===== config.mk =====
export PLATFORM = sky130hd
export DESIGN_NAME = ask_frame_tx
export DESIGN_NICKNAME = d
export VERILOG_FILES = /design/src/rtl/ask_tx_pkg.sv /design/src/rtl/ask_prbs.sv /design/src/rtl/ask_frame_seq.sv /design/src/rtl/ask_carrier_gate.sv /design/src/rtl/ask_frame_tx.sv
export SDC_FILE = /design/constraint.sdc
export NUM_CORES = 1
export LEC_CHECK = 0
export CORE_MARGIN = 3
export CORE_UTILIZATION = 59
export DETAILED_ROUTE_END_ITERATION = 6
export HOLD_SLACK_MARGIN = 0.15
export PLACE_DENSITY = 0.81
export SLEW_MARGIN = 0
export SYNTH_ARGS = -nofsm -noshare
export SYNTH_HDL_FRONTEND = slang
export SYNTH_HIERARCHICAL = 1
export SYNTH_SLANG_ARGS = --single-unit

===== constraint.sdc =====
create_clock -name clk -period 3 [get_ports clk]
set_input_delay 0.75 -clock clk [delete_from_list [all_inputs] [get_ports clk]]
set_output_delay 0.75 -clock clk [all_outputs]
set_load 0.1 [all_outputs]

===== src/rtl/ask_tx_pkg.sv =====
package ask_tx_pkg;
  localparam int FRAME_BITS = 12;
  localparam int IDX_W      = $clog2(FRAME_BITS);
  typedef logic [FRAME_BITS-1:0] frame_t;

  // Bit 0 goes out first: start, start, d0..d7, even parity, stop.
  function automatic frame_t make_frame(input logic [7:0] payload);
    frame_t f;
    f[0]  = 1'b1;
    f[1]  = 1'b1;
    for (int j = 0; j < 8; j++) f[2+j] = payload[j];
    f[10] = ^payload;
    f[11] = 1'b0;
    return f;
  endfunction
endpackage


===== src/rtl/ask_prbs.sv =====
module ask_prbs #(
  parameter int          WIDTH = 16,
  parameter logic [15:0] SEED  = 16'hACE1,
  parameter logic [15:0] TAPS  = 16'hB400
) (
  input  logic       clk,
  input  logic       rst,
  input  logic       step,
  output logic [7:0] byte_o
);
  logic [WIDTH-1:0] state;

  always_ff @(posedge clk) begin
    if (rst) begin
      state <= SEED[WIDTH-1:0];
    end else if (step) begin
      if (state[0]) state <= (state >> 1) ^ TAPS[WIDTH-1:0];
      else          state <= state >> 1;
    end
  end

  assign byte_o = state[7:0];
endmodule


===== src/rtl/ask_frame_seq.sv =====
module ask_frame_seq
  import ask_tx_pkg::*;
#(
  parameter int CLKS_PER_BIT = 80,
  localparam int CNT_W = $clog2(CLKS_PER_BIT)
) (
  input  logic             clk,
  input  logic             rst,
  input  logic             enable,
  input  logic             sync_req,
  input  logic [7:0]       rand_byte,
  output logic             rand_step,
  output logic             nxt_active,
  output logic             nxt_bit,
  output logic [CNT_W-1:0] nxt_cnt,
  output logic             bit_q,
  output logic             mark_q
);
  logic             active;
  logic [CNT_W-1:0] cnt;
  logic [IDX_W-1:0] idx;
  frame_t           shreg;
  logic             pend;

  logic             last_clk, frame_end, load, use_sync;
  logic [IDX_W-1:0] nxt_idx;
  frame_t           nxt_shreg, new_frame;
  logic             nxt_mark, nxt_pend;

  assign last_clk  = (cnt == CNT_W'(CLKS_PER_BIT - 1));
  assign frame_end = last_clk && (idx == IDX_W'(FRAME_BITS - 1));
  assign load      = enable && (!active || frame_end);
  assign use_sync  = pend || sync_req;
  assign new_frame = make_frame(use_sync ? 8'h00 : rand_byte);
  assign rand_step = load && !use_sync;

  always_comb begin
    nxt_active = active;
    nxt_cnt    = cnt;
    nxt_idx    = idx;
    nxt_shreg  = shreg;
    nxt_bit    = bit_q;
    nxt_mark   = 1'b0;
    nxt_pend   = pend || sync_req;
    if (!enable) begin
      nxt_active = 1'b0;
      nxt_cnt    = '0;
      nxt_idx    = '0;
      nxt_bit    = 1'b0;
    end else if (load) begin
      nxt_active = 1'b1;
      nxt_cnt    = '0;
      nxt_idx    = '0;
      nxt_shreg  = new_frame;
      nxt_bit    = new_frame[0];
      nxt_mark   = 1'b1;
      nxt_pend   = 1'b0;
    end else if (last_clk) begin
      nxt_cnt    = '0;
      nxt_idx    = idx + 1'b1;
      nxt_shreg  = shreg >> 1;
      nxt_bit    = shreg[1];
      nxt_mark   = 1'b1;
    end else begin
      nxt_cnt    = cnt + 1'b1;
    end
  end

  always_ff @(posedge clk) begin
    if (rst) begin
      active <= 1'b0;
      cnt    <= '0;
      idx    <= '0;
      shreg  <= '0;
      bit_q  <= 1'b0;
      mark_q <= 1'b0;
      pend   <= 1'b0;
    end else begin
      active <= nxt_active;
      cnt    <= nxt_cnt;
      idx    <= nxt_idx;
      shreg  <= nxt_shreg;
      bit_q  <= nxt_bit;
      mark_q <= nxt_mark;
      pend   <= nxt_pend;
    end
  end
endmodule


===== src/rtl/ask_carrier_gate.sv =====
module ask_carrier_gate #(
  parameter int HALF_DIV = 1,
  parameter int CNT_W    = 7
) (
  input  logic             clk,
  input  logic             rst,
  input  logic             nxt_active,
  input  logic             nxt_bit,
  input  logic [CNT_W-1:0] nxt_cnt,
  output logic             carrier_q
);
  logic phase_hi;

  generate
    if (HALF_DIV == 1) begin : g_direct
      assign phase_hi = ~nxt_cnt[0];
    end else begin : g_divided
      logic [CNT_W-1:0] half_idx;
      assign half_idx = nxt_cnt / CNT_W'(HALF_DIV);
      assign phase_hi = ~half_idx[0];
    end
  endgenerate

  always_ff @(posedge clk) begin
    if (rst) carrier_q <= 1'b0;
    else     carrier_q <= nxt_active && nxt_bit && phase_hi;
  end
endmodule


===== src/rtl/ask_frame_tx.sv =====
module ask_frame_tx #(
  parameter logic [15:0] SEED         = 16'hACE1,
  parameter int          HALF_DIV     = 1,
  parameter int          CARR_PER_BIT = 40
) (
  input  logic clk,
  input  logic rst,
  input  logic enable,
  input  logic sync_req,
  output logic carrier_out,
  output logic bit_out,
  output logic bit_mark
);
  localparam int CLKS_PER_BIT = 2 * HALF_DIV * CARR_PER_BIT;
  localparam int CNT_W        = $clog2(CLKS_PER_BIT);

  logic [7:0]       rand_byte;
  logic             rand_step, nxt_active, nxt_bit;
  logic [CNT_W-1:0] nxt_cnt;

  ask_prbs #(.WIDTH(16), .SEED(SEED), .TAPS(16'hB400)) u_prbs (
    .clk(clk), .rst(rst), .step(rand_step), .byte_o(rand_byte)
  );

  ask_frame_seq #(.CLKS_PER_BIT(CLKS_PER_BIT)) u_seq (
    .clk(clk), .rst(rst), .enable(enable), .sync_req(sync_req),
    .rand_byte(rand_byte), .rand_step(rand_step),
    .nxt_active(nxt_active), .nxt_bit(nxt_bit), .nxt_cnt(nxt_cnt),
    .bit_q(bit_out), .mark_q(bit_mark)
  );

  ask_carrier_gate #(.HALF_DIV(HALF_DIV), .CNT_W(CNT_W)) u_carr (
    .clk(clk), .rst(rst), .nxt_active(nxt_active), .nxt_bit(nxt_bit),
    .nxt_cnt(nxt_cnt), .carrier_q(carrier_out)
  );
endmodule


==> metrics.md <==
| Metric | Value |
|---|---|
| Slowest-stage cell, CP | and3_1 |
| Routed Antenna Nets | 0 |
| Worst path max stage delay | 0.47 ns |
| Clock Latency Late Sink | 0.34 ns |
| Cell Rows | 20 |
| PD cells | 525 nW/µm² |
| ANT cells | 0 |
| Non-filler instance count after layout | 239 |
| Initial antenna violation count | 0 |
| MaxCap Viol Count | 0 |
| Die X | 63 µm |
| Syn Area/Cell | 9.78 µm² |
| Gr ovfl total | 0 |
| HPWL Detailed | 2.22 mm |
| First-pass iteration count of the detailed router | 4 |
| Switching power | 254 µW |
| Peak VDD IR | 0.416 mV |
| Max Root-Sink Buffers | 2 |
| Layout Nets | 200 |
| Synth Warn # | 6 |
| Layout cell share with drive strength beyond 1 | 15.9% |
| DRC | 0 |
| Max FO, Critical Path | 24 |
| Total CTS buffers | 5 |
| Global-route wire length before repair | 5.70 mm |
| Final wirelength | 3.17 mm |
| Clk slew on worst S/H paths | 0.12 ns |
| Num Clock Sinks | 42 |
| Slew margin rel. | 65.8% |
| Global-route usage over all layers | 17.8% |
| TritonCTS clock tree | built |
| DR WL/cell | 13.2 µm |
| Leak | 0.000758 µW |
| RePlAce Congestion | 0.780 |
| Hold Violations, Final | 0 |
| Placement Cell Area | 1920 µm² |
| CTS Hold Bufs | 0 |
| Most common cell after layout, fill and taps aside | dfxtp_1 |
| CTS resizes | 0 |
| Final instance area | 2000 µm² |
| Initial Utilization | 62.3% |
| Final-report max-slew violation count | 0 |
| CTS HTree Levels | 2 |
| Syn Inst Count | 196 |
| Vias in the first global route | 1332 |
| Worst hold slack | 0.476 ns |
| Actual slew at the worst max-slew pin | 0.511 ns |
| Largest net degree at the start of global routing | 34 |
| Clk pwr share | 31.5% |
| Setup TNS | 0 ns |
| Place WS | 0.357 ns |
| Port buffer count | 6 |
| Logic pwr share | 11.3% |
| Period utilisation layout | 79.3% |
| WP data arrival | 2.61 ns |
| Root Buffer | clkbuf_4 |
| RSZ-0062 raised after global routing | false |
| P&R area growth vs syn | 4.18% |
| WP data required | 3.24 ns |
| IO Pins | 7 |
| P_int | 794 µW |
| Worst clock skew | 0.0109 ns |
| Die Ht | 63 µm |
| Setup ws final | 0.622 ns |
| Reg power frac | 57.2% |
| Iter 0 DRT Violations | 58 |
| Die ar. | 3970 µm² |
| Cells along the critical path | ha_1, and3_1, a41oi_1, nor3_2, buf_4, and2b_2, a211o_1 |
| DR vias | 1297 |
| Sw Ratio | 24.2% |
| Core box area | 3080 µm² |
| WS Path Type | reg -> reg |
| DR vias/cell | 5.43 |
| FMAX | 0.421 GHz |
| Dpl cells | 231 |
| Syn nets | 202 |
| Tmin final | 2.38 ns |
| Status | finished clean |
| Commonest non-fill, non-tap cells in the layout | dfxtp_1, nor2_1, xnor2_1, a21oi_1, inv_1 |
| Setup violations, final | 0 |
| Synth Cell Area | 1920 µm² |
| Worst hold-check path type | reg -> reg |
| Number of setup buffers added after CTS | 0 |
| Crit end category | flop |
| Startpoint types | flop |
==> critical path, delay by kind of cell (launching register included) <==
family,cells,cell delay [ns]
fa+ha+maj,1,0.20
compound gates,2,0.48
flops,1,0.41
simple gates,3,0.88
buf+inv,1,0.30
==> power groups by stage <==
stage | Sequential [µW] | Combinational (µW) | Clock (µW)
2_1_floorplan | 621 | 94.5 | 0
3_3_place_gp | 611 | 113 | 0
3_5_place_dp | 612 | 118 | 0
4_1_cts | 599 | 118 | 341
5_1_grt | 603 | 130 | 367
6_report | 600 | 118 | 330
==> metal layers <==
layer,share of wire [%],up-vias,track usage [%]
met1,48,609,21.5
met5,0,-,0
met3,3.6,8,4.50
li1,-,658,-
met4,1.6,0,7.99
met2,47,22,29.4
==> cell type report <==
type,count,area [µm²]
fill,256,1080
sequential,42,841
tap,44,55.1
multi-input combinational,126,910
clock buffer,8,78.8
timing repair buffer,9,75.1
inverter,10,37.5
==> flip-flops by register name, indices dropped and copies added (netlist names) <==
signal / count
u_carr/carrier_q: 1
u_prbs/state: 16
u_seq/active: 1
u_seq/bit_q: 1
u_seq/cnt: 7
u_seq/idx: 4
u_seq/mark_q: 1
u_seq/pend: 1
u_seq/shreg: 10
==> final timing paths <==
check | from | end | slack (ns) | cells after the start
worst max-delay path | u_seq/cnt[0] | u_prbs/state[11] | 0.62 | 7
worst min-delay path | u_seq/shreg[6] | u_seq/shreg[6] | 0.48 | 2
worst max register to register | u_seq/cnt[0] | u_prbs/state[11] | 0.62 | 7
worst min register to register | u_seq/shreg[6] | u_seq/shreg[6] | 0.48 | 2
==> per-stage QoR <==
stage / utilization [%] / power [µW]
CTS: 64.9 / 1060
global placement: 62.3 / 724
floorplan: - / 715
global route: 64.9 / 1100
detailed placement: 62.3 / 730
finish: 64.9 / 1050
No activity file was read; power rests on OpenSTA's default activity.
